### src/rtl/irq_cascade_pkg.sv
package irq_cascade_pkg;
  localparam logic [1:0] SZ_BYTE = 2'd0;
  localparam logic [1:0] SZ_QUAD = 2'd3;

  typedef struct packed {
    logic       wrPriMask;
    logic       wrSecMask;
    logic       ack;
    logic [3:0] ackIdx;
    logic       rdPend;
    logic       rdPriMask;
    logic       rdSecMask;
    logic       err;
  } strobe_t;
endpackage

### src/rtl/irq_cascade_decode.sv
module irq_cascade_decode
  import irq_cascade_pkg::*;
#(
  parameter int ADDR_W = 8,
  parameter logic [ADDR_W-1:0] PRI_BASE = 8'h20,
  parameter logic [ADDR_W-1:0] SEC_BASE = 8'hA0
) (
  input  logic              busValid,
  input  logic              busWrite,
  input  logic [ADDR_W-1:0] busAddr,
  input  logic [1:0]        busSize,
  input  logic [3:0]        ackNibble,
  output strobe_t           stb
);
  localparam logic [ADDR_W-1:0] PRI_MASK = PRI_BASE + 1'b1;
  localparam logic [ADDR_W-1:0] SEC_MASK = SEC_BASE + 1'b1;

  logic isByte, isQuad, atPriCmd, atPriMask, atSecCmd, atSecMask;
  logic wrOk, rdOk, wrByte, rdAny;

  always_comb begin
    isByte    = (busSize == SZ_BYTE);
    isQuad    = (busSize == SZ_QUAD);
    atPriCmd  = (busAddr == PRI_BASE);
    atPriMask = (busAddr == PRI_MASK);
    atSecCmd  = (busAddr == SEC_BASE);
    atSecMask = (busAddr == SEC_MASK);

    wrByte = busValid && busWrite && isByte;
    rdAny  = busValid && !busWrite;

    wrOk = isByte && (atPriCmd || atPriMask || atSecCmd || atSecMask);
    rdOk = (atPriCmd && (isByte || isQuad)) ||
           (isByte && (atPriMask || atSecCmd || atSecMask));

    stb.wrPriMask = wrByte && atPriMask;
    stb.wrSecMask = wrByte && atSecMask;
    stb.ack       = wrByte && atPriCmd;
    stb.ackIdx    = ackNibble;
    stb.rdPend    = rdAny && atPriCmd && (isByte || isQuad);
    stb.rdPriMask = rdAny && isByte && atPriMask;
    stb.rdSecMask = rdAny && isByte && atSecMask;
    stb.err       = busValid && !(busWrite ? wrOk : rdOk);
  end
endmodule

### src/rtl/irq_cascade_regs.sv
module irq_cascade_regs
  import irq_cascade_pkg::*;
#(
  parameter int LINES = 8,
  parameter int RD_W  = 64
) (
  input  logic             clk,
  input  logic             rstN,
  input  logic             busValid,
  input  strobe_t          stb,
  input  logic [LINES-1:0] wdata,
  input  logic [LINES-1:0] postVec,
  input  logic [LINES-1:0] clearVec,
  output logic             busAck,
  output logic [RD_W-1:0]  busRdata,
  output logic             busErr,
  output logic             irqReq
);
  logic [LINES-1:0] pending, enable, secMask, ackHit, pendNext;
  logic [RD_W-1:0]  rdNext;

  for (genvar i = 0; i < LINES; i++) begin : g_ack
    assign ackHit[i] = stb.ack && (stb.ackIdx == 4'(i));
  end

  always_comb begin
    pendNext = (pending | postVec) & ~clearVec & ~ackHit;
    rdNext   = '0;
    if (stb.rdPend)    rdNext[LINES-1:0] = pending;
    if (stb.rdPriMask) rdNext[LINES-1:0] = ~enable;
    if (stb.rdSecMask) rdNext[LINES-1:0] = secMask;
  end

  always_ff @(posedge clk) begin
    if (!rstN) begin
      pending  <= '0;
      enable   <= '0;
      secMask  <= '0;
      busAck   <= 1'b0;
      busErr   <= 1'b0;
      busRdata <= '0;
    end else begin
      pending  <= pendNext;
      if (stb.wrPriMask) enable  <= ~wdata;
      if (stb.wrSecMask) secMask <= wdata;
      busAck   <= busValid;
      busErr   <= stb.err;
      busRdata <= rdNext;
    end
  end

  assign irqReq = |(pending & enable);
endmodule

### src/rtl/irq_cascade_ctl.sv
module irq_cascade_ctl
  import irq_cascade_pkg::*;
#(
  parameter int LINES  = 8,
  parameter int ADDR_W = 8,
  parameter int RD_W   = 64,
  parameter logic [ADDR_W-1:0] PRI_BASE = 8'h20,
  parameter logic [ADDR_W-1:0] SEC_BASE = 8'hA0
) (
  input  logic              clk,
  input  logic              rstN,
  input  logic              busValid,
  input  logic              busWrite,
  input  logic [ADDR_W-1:0] busAddr,
  input  logic [1:0]        busSize,
  input  logic [LINES-1:0]  busWdata,
  output logic              busAck,
  output logic [RD_W-1:0]   busRdata,
  output logic              busErr,
  input  logic [LINES-1:0]  postVec,
  input  logic [LINES-1:0]  clearVec,
  output logic              irqReq
);
  strobe_t stb;

  irq_cascade_decode #(.ADDR_W(ADDR_W), .PRI_BASE(PRI_BASE), .SEC_BASE(SEC_BASE)) decode_i (
    .busValid (busValid),
    .busWrite (busWrite),
    .busAddr  (busAddr),
    .busSize  (busSize),
    .ackNibble(busWdata[3:0]),
    .stb      (stb)
  );

  irq_cascade_regs #(.LINES(LINES), .RD_W(RD_W)) regs_i (
    .clk     (clk),
    .rstN    (rstN),
    .busValid(busValid),
    .stb     (stb),
    .wdata   (busWdata),
    .postVec (postVec),
    .clearVec(clearVec),
    .busAck  (busAck),
    .busRdata(busRdata),
    .busErr  (busErr),
    .irqReq  (irqReq)
  );
endmodule

### config.mk
export PLATFORM = sky130hd
export DESIGN_NAME = irq_cascade_ctl
export DESIGN_NICKNAME = d
export VERILOG_FILES = /design/src/rtl/irq_cascade_pkg.sv /design/src/rtl/irq_cascade_decode.sv /design/src/rtl/irq_cascade_regs.sv /design/src/rtl/irq_cascade_ctl.sv
export SDC_FILE = /design/constraint.sdc
export NUM_CORES = 1
export LEC_CHECK = 0
export ABC_AREA = 1
export BUFFER_PORTS_ARGS = -buffer_cell sky130_fd_sc_hd__buf_2
export CAP_MARGIN = 20
export CORE_ASPECT_RATIO = 1.1
export CORE_MARGIN = 2
export CORE_UTILIZATION = 25
export CTS_CLUSTER_SIZE = 20
export DETAILED_ROUTE_END_ITERATION = 7
export SLEW_MARGIN = 10
export SYNTH_ARGS = -nofsm -noshare
export SYNTH_HDL_FRONTEND = slang
export SYNTH_HIERARCHICAL = 1
export SYNTH_SLANG_ARGS = --single-unit
export TNS_END_PERCENT = 10
### constraint.sdc
create_clock -name clk -period 3.23 [get_ports clk]
set_input_delay 0.1615 -clock clk [delete_from_list [all_inputs] [get_ports clk]]
set_output_delay 0.1615 -clock clk [all_outputs]
set_load 0.01 [all_outputs]
==> results.sh, run 1 <==
export IMPL_rsz0062_at_grt="no"
export IMPL_wl_per_cell_um=9.34
export IMPL_endpoint_kind="register"
export IMPL_cts_tree="done"
export IMPL_die_area_sq_um=9240
export IMPL_timing_rr_end="regs_i/busRdata[2]"
export IMPL_grt_pass1_vias=1646
export IMPL_cts_buffers=5
export IMPL_critPathLaunch="busSize[0]"
export IMPL_power_total_uw=919
export IMPL_fmax_mhz=587
export IMPL_crit_top_cell="nor2_1"
export IMPL_syn_cell_area_sq_um=2120
export IMPL_cts_sinks=34
export IMPL_fp_dieH_um=101
export IMPL_ctsHoldBuffers=0
export IMPL_clkLatencyLatePin_ns=0.29
export IMPL_overflow=0
export IMPL_finalHoldWorstSlack_ns=0.0765
export IMPL_postRouteAntennaNets=0
export IMPL_status="finished clean"
export IMPL_die_x_um=91.8
export IMPL_hp_class="input pin to register"
export IMPL_synthTopCellsByArea="dfxtp_1 (32%), buf_4 (22%), nor2_1 (13%)"
export IMPL_fill_cells=962
export IMPL_dp_slack_ns=1.27
export IMPL_start_kind="input pin"
export IMPL_ctsLongestPathBuffers=2
export IMPL_synth_top_area_share_pct=32.1
export IMPL_dp_hpwl_um=3600
export IMPL_ioPinCount=105
export IMPL_drtIter0Drc=95
export IMPL_cp_slowest_cell="nor3_1"
export IMPL_worst_pin_slew_ns=1.06
export IMPL_cp_endpoint="regs_i/busRdata[2]"
export IMPL_relSlewSlack_pct=28.5
export IMPL_dr_total_vias=1808
export IMPL_cts_max_level=2
export IMPL_synth_avg_cell_area_sq_um=6.53
export IMPL_antennaDiodeCount=0
export IMPL_grt_pass1_wl_um=7360
export IMPL_cts_clk_slew_worst_paths_ns=0.08
export IMPL_place_congestion=0.813
export IMPL_period_needed_ns=1.70
export IMPL_drive_gt1_share_pct=17.1
export IMPL_timing_max_cap_violations=0
export IMPL_wl_um=4470
export IMPL_post_cts_resized=0
export IMPL_final_net_count=406
export IMPL_post_cts_buffers=0
export IMPL_port_buffers=48
export IMPL_yosysWarnings=6
export IMPL_postSynthCellCount=325
export IMPL_via_per_inst=3.77
export IMPL_critPathMaxStageDelay_ns=0.82
export IMPL_rows=35
export IMPL_synth_area_leader_cell="dfxtp_1"
export IMPL_fin_setup_tns_ns=0
export IMPL_crit_required_ns=3.45
export IMPL_synthToLayoutAreaGrowth_pct=8.44
export IMPL_r2r_start="regs_i/pending[2]"
export IMPL_grt_max_degree=30
export IMPL_synth_seq_cells=34
export IMPL_critical_path_class="input pin to register"
export IMPL_seq_area_frac_synth_pct=32.1
export IMPL_fin_crit_sh_pct=52.7
export IMPL_powerDensity_nw_per_um2=400
export IMPL_cp_max_fo=8
export IMPL_dr_pass1_iters=4
export IMPL_slew_violations=0
export IMPL_drc=0
export IMPL_r2r_cells=4
export IMPL_hold_viol=0
export IMPL_initial_core_util_pct=25.5
export IMPL_crit_arrival_ns=1.92
export IMPL_finClkSkew_ns=0.00986
export IMPL_rrSetupSlack_ns=2.43
export IMPL_antenna_found_initial=0
export IMPL_vdd_ir_drop_max_mv=0.149
export IMPL_cp_cell_sequence="buf_2, inv_1, ha_1, inv_1, nand3_1, nor3_1, nand2_1, nor2_1, nor2_1, nor2_1"
export IMPL_setup_viol=0
export IMPL_fin_ws_ns=1.53
export IMPL_synth_cell_types=20
export IMPL_cts_root_buffer="clkbuf_8"
export IMPL_core_area_sq_um=8320
export IMPL_cellLeakagePower_nw=1.25
export IMPL_grt_usage_pct=9.99
synth_stat cells:
cell and instances:
o21ai_1 8, buf_4 62, inv_1 34, a21oi_1 9, nor3_1 1, clkbuf_2 1, nand4_1 1, nand2_1 58
nand2_2 2, dfxtp_1 34, o21ai_0 22, buf_6 4, ha_1 1, or2_1 1, nor2_2 2, conb_1 1
buf_2 1, nor2_1 73, inv_2 3, nand3_1 7
sequential cells by signal, indices dropped and copies added, names as in the netlist:
register,flops
regs_i/busRdata,8
regs_i/enable,8
regs_i/secMask,8
regs_i/pending,8
regs_i/busErr,1
regs_i/busAck,1
worst min path at each step:
stage                           start                to  slack (ns)  depth (start not counted)
after global routing      busWdata[5]  regs_i/enable[5]        0.08                          2
after floorplan           busWdata[0]  regs_i/enable[0]        0.25                          1
after global placement    busWdata[7]  regs_i/enable[7]        0.37                          2
after CTS                 busWdata[7]  regs_i/enable[7]        0.07                          2
final                     busWdata[7]  regs_i/enable[7]        0.08                          2
after detailed placement  busWdata[7]  regs_i/enable[7]        0.38                          2
critical path: cells and delay by family:
kind                     cells  cell delay, ns
AND/OR/NAND/NOR              6            1.32
adder cells (fa/ha/maj)      1            0.27
buffers and inverters        3            0.17
kinds of logic (layout without fill, tap and decap cells):
| group | Yosys count | count (layout) | synth area share, % |
|---|---|---|---|
| simple gates | 145 | 145 | 26.8 |
| buf+inv | 105 | 93 | 31.1 |
| compound gates | 39 | 39 | 9.20 |
| flops | 34 | 34 | 32.1 |
| fa+ha+maj | 1 | 1 | 0.590 |
| other cells | 1 | 56 | 0.177 |
layout by cell type, fill, tap and decap left out, drive strengths merged:
| cell type | netlist | layout |
|---|---|---|
| a21oi | 9 | 9 |
| nand2 | 60 | 60 |
| nor3 | 1 | 1 |
| dfxtp | 34 | 34 |
| o21ai | 30 | 30 |
| clkbuf | 1 | 5 |
| ha | 1 | 1 |
| inv | 37 | 37 |
| nand3 | 7 | 7 |
| clkinvlp | 0 | 2 |
| nand4 | 1 | 1 |
| or2 | 1 | 1 |
| nor2 | 75 | 75 |
| bufinv | 0 | 1 |
| buf | 67 | 48 |
| conb | 1 | 56 |
area by class of cell:
cell class / count / area [sq um] / share of cell area [%]
Clock buffer: 5 / 68.8 / 2.99
Clock inverter: 3 / 45.0 / 1.96
Multi-Input combinational cell: 241 / 987 / 42.9
Timing Repair Buffer: 48 / 240 / 10.4
Inverter: 37 / 139 / 6.04
Tap cell: 111 / 139 / 6.04
Sequential cell: 34 / 681 / 29.6
layer usage:
layer,share of wire (%),track usage [%],wire length [um]
met1,42,11.3,1890
met2,50,18.3,2230
met3,6.7,2.62,299
met4,1.2,3.33,55
met5,0,0,0
per-stage QoR:
step / util (%) / instances / area, sq um
after floorplan: - / 380 / 2330
after global placement: 26.3 / 471 / 2190
after detailed placement: 26.3 / 471 / 2190
after CTS: 27.6 / 479 / 2300
after global routing: 27.6 / 479 / 2300
final: 27.6 / 479 / 2300
power by group:
part / internal [mW] / leakage, nW / switching, mW
combinational: 0.0292 / 0.919 / 0.0662
clock: 0.230 / 0.0504 / 0.164
sequential: 0.425 / 0.276 / 0.00472
total: 0.684 / 1.25 / 0.235
(Power assumes the default switching activity.)
==> inputs of run 2 (changes only) <==
--- a/config.mk
+++ b/config.mk
@@ -5,7 +5,7 @@
 export SDC_FILE = /design/constraint.sdc
 export NUM_CORES = 1
 export LEC_CHECK = 0
-export ABC_AREA = 1
+export ABC_AREA = 0
 export BUFFER_PORTS_ARGS = -buffer_cell sky130_fd_sc_hd__buf_2
 export CAP_MARGIN = 20
 export CORE_ASPECT_RATIO = 1.1
==> constraint.sdc (replaced) <==
create_clock -name clk -period 1.5 [get_ports clk]
set_input_delay 0.075 -clock clk [delete_from_list [all_inputs] [get_ports clk]]
set_output_delay 0.075 -clock clk [all_outputs]
set_load 0.01 [all_outputs]
==> run 2 against run 1 <==
Net effect:
- clock skew down 0.0053 ns
- final cell count down 17%
- clock power up 100%
- area after synthesis down 4.1%
- sequential power up 120%
- hold slack worse by 0.039 ns
- synthesized cell count down 30%
- first-iteration DRC count down 34%
- combinational power up 130%
- flip-flop and latch count unchanged
- global-route usage up 0.55 points
- non-clock buffer count up 21
- critical path type unchanged
- largest power group unchanged
==> results.sh, run 2 <==
export IMPL_start_kind="input pin"
export IMPL_endpoint_kind="register"
export IMPL_clkLatencyLatePin_ns=0.29
export IMPL_dp_slack_ns=-0.256
export IMPL_dp_hpwl_um=3610
export IMPL_cp_max_fo=8
export IMPL_via_per_inst=4.02
export IMPL_fp_dieH_um=98.6
export IMPL_rows=34
export IMPL_postSynthCellCount=226
export IMPL_antennaDiodeCount=0
export IMPL_drc=0
export IMPL_dpl_instance_area_sq_um=2210
export IMPL_overflow=0
export IMPL_synth_area_leader_cell="dfxtp_1"
export IMPL_hp_class="input pin to register"
export IMPL_hold_viol=0
export IMPL_postRouteAntennaNets=0
export IMPL_synth_edf_count=0
export IMPL_status="finished clean"
export IMPL_setup_viol=0
export IMPL_syn_cell_area_sq_um=2030
export IMPL_ioPinCount=105
export IMPL_synth_seq_cells=34
export IMPL_critical_path_class="input pin to register"
export IMPL_dr_total_vias=1604
export IMPL_antenna_found_initial=0
export IMPL_ctsLongestPathBuffers=2
export IMPL_synth_top_area_share_pct=33.5
export IMPL_finalHoldWorstSlack_ns=0.0376
export IMPL_cts_clk_slew_worst_paths_ns=0.07
export IMPL_core_area_sq_um=7910
export IMPL_cts_sinks=34
export IMPL_slew_violations=0
export IMPL_synthToLayoutAreaGrowth_pct=19.0
export IMPL_powerDensity_nw_per_um2=798
export IMPL_drive_gt1_share_pct=27.8
export IMPL_grt_pass1_wl_um=7380
export IMPL_power_total_mw=1.93
export IMPL_rrSetupSlack_ns=0.52
export IMPL_yosysWarnings=6
export IMPL_dr_pass1_iters=4
export IMPL_crit_required_ns=1.68
export IMPL_synth_avg_cell_area_sq_um=9.00
export IMPL_grt_usage_pct=10.5
export IMPL_finalCoreUtilization_pct=30.6
export IMPL_port_buffers=48
export IMPL_period_needed_ns=1.39
export IMPL_critPathLaunch="busAddr[4]"
export IMPL_cellLeakagePower_nw=1.12
export IMPL_timing_rr_end="regs_i/busRdata[7]"
export IMPL_final_net_count=329
export IMPL_ys_flop_type="dfxtp_1"
export IMPL_crit_arrival_ns=1.57
export IMPL_fin_area_sq_um=2420
export IMPL_cts_buffers=5
export IMPL_drtIter0Drc=63
export IMPL_finClkSkew_ns=0.00460
export IMPL_cts_root_buffer="clkbuf_8"
export IMPL_die_x_um=90.0
export IMPL_r2r_start="regs_i/pending[7]"
export IMPL_netlist_top_cells_count="buf_4 (60), dfxtp_1 (34), nand2b_1 (25), nor2_1 (18), nor2b_1 (11)"
export IMPL_synthTopCellsByArea="dfxtp_1 (33%), buf_4 (22%), nand2b_1 (7.7%)"
export IMPL_fmax_mhz=720
export IMPL_layout_cells_non_filler=399
export IMPL_fin_setup_tns_ns=0
export IMPL_cp_endpoint="regs_i/busRdata[2]"
export IMPL_grt_max_degree=18
export IMPL_die_area_sq_um=8880
export IMPL_r2r_cells=2
export IMPL_fin_ws_ns=0.111
export IMPL_timing_max_cap_violations=0
export IMPL_cts_tree="done"
export IMPL_synthMostInstantiatedCell="buf_4"
export IMPL_synth_cell_types=30
export IMPL_fin_crit_sh_pct=92.6
export IMPL_seq_area_frac_synth_pct=33.5
export IMPL_vdd_ir_drop_max_mv=0.263
export IMPL_final_common_cell="conb_1"
export IMPL_initial_core_util_pct=25.7
export IMPL_place_inst=380
export IMPL_rsz0062_at_grt="no"
export IMPL_cts_max_level=2
export IMPL_wl_per_cell_um=12.1
export IMPL_place_congestion=0.802
export IMPL_wl_um=4820
export IMPL_layout_common_cells="conb_1 (56), buf_2 (49), dfxtp_1 (34), nand2b_1 (25), nor2_1 (18)"
export IMPL_grt_pass1_vias=1527
export IMPL_async_flop_share_pct=0
run 2: changes by cell type in the layout (fill, tap and decap cells not counted), moves of 8 or more:
cell / before / now
inv_1: 34 / 4
nand2_1: 58 / 2
o21ai_0: 22 / 0
nor2_1: 73 / 18
nand2b_1: 0 / 25
o311a_1: 0 / 8
buf_4: 0 / 11
mux2i_1: 0 / 8
dlygate4sd3_1: 0 / 8
nor2b_1: 0 / 11
o21ai_1: 8 / 0
run 2: where the power goes:
part | leakage [nW] | switching (mW) | internal [mW] | total [mW]
registers | 0.276 | 0.0120 | 0.916 | 0.928
logic | 0.784 | 0.136 | 0.0816 | 0.218
clock network | 0.0575 | 0.324 | 0.463 | 0.787
run 2: metal layers:
layer	up-vias	GRT usage [%]	wire, um
li1	781	-	-
met1	739	11.1	1770
met2	77	19.3	2580
met3	7	3.06	366
met4	0	4.97	103
met5	-	0	0
run 2: cells by family (layout without fill, tap and decap cells):
family / Yosys count / count (layout) / synth area share (%)
DFF: 34 / 34 / 33.5
adders and majority gates: 1 / 1 / 0.615
muxes: 8 / 8 / 3.94
and+or+nand+nor: 82 / 82 / 24.5
other: 1 / 56 / 0.184
buffers and inverters: 71 / 81 / 24.8
AOI/OAI and AO/OA: 29 / 29 / 12.5
run 2: layout make-up:
type                       instances  area, sq um
inverter                           4         15.0
fill                             874         5490
tap                              108          135
multi-input combinational        176         1060
timing repair buffer              69          419
sequential                        34          681
clock buffer                       8          110
run 2: worst min path at each step:
stage	cells after the start	endpoint	start	slack (ns)
floorplan	1	regs_i/pending[4]	clearVec[4]	0.14
global placement	2	regs_i/pending[6]	clearVec[6]	0.24
detailed placement	2	regs_i/pending[6]	clearVec[6]	0.25
CTS	3	regs_i/secMask[5]	busWdata[5]	0.03
global route	3	regs_i/secMask[5]	busWdata[5]	0.05
finish	3	regs_i/secMask[5]	busWdata[5]	0.04
run 2: critical path, stage by stage:
cell     delay [ns]
buf_2          0.11
nor4_4         0.31
nand4_1        0.18
nor3_2         0.20
buf_6          0.16
and3b_2        0.20
o311a_1        0.32
run 2: timing repair:
item	CTS	global route
endpoints found under the hold margin	8	0
setup buffers	0	2
resized for setup	0	1
setup endpoints to repair	0	10
hold buffers	8	0
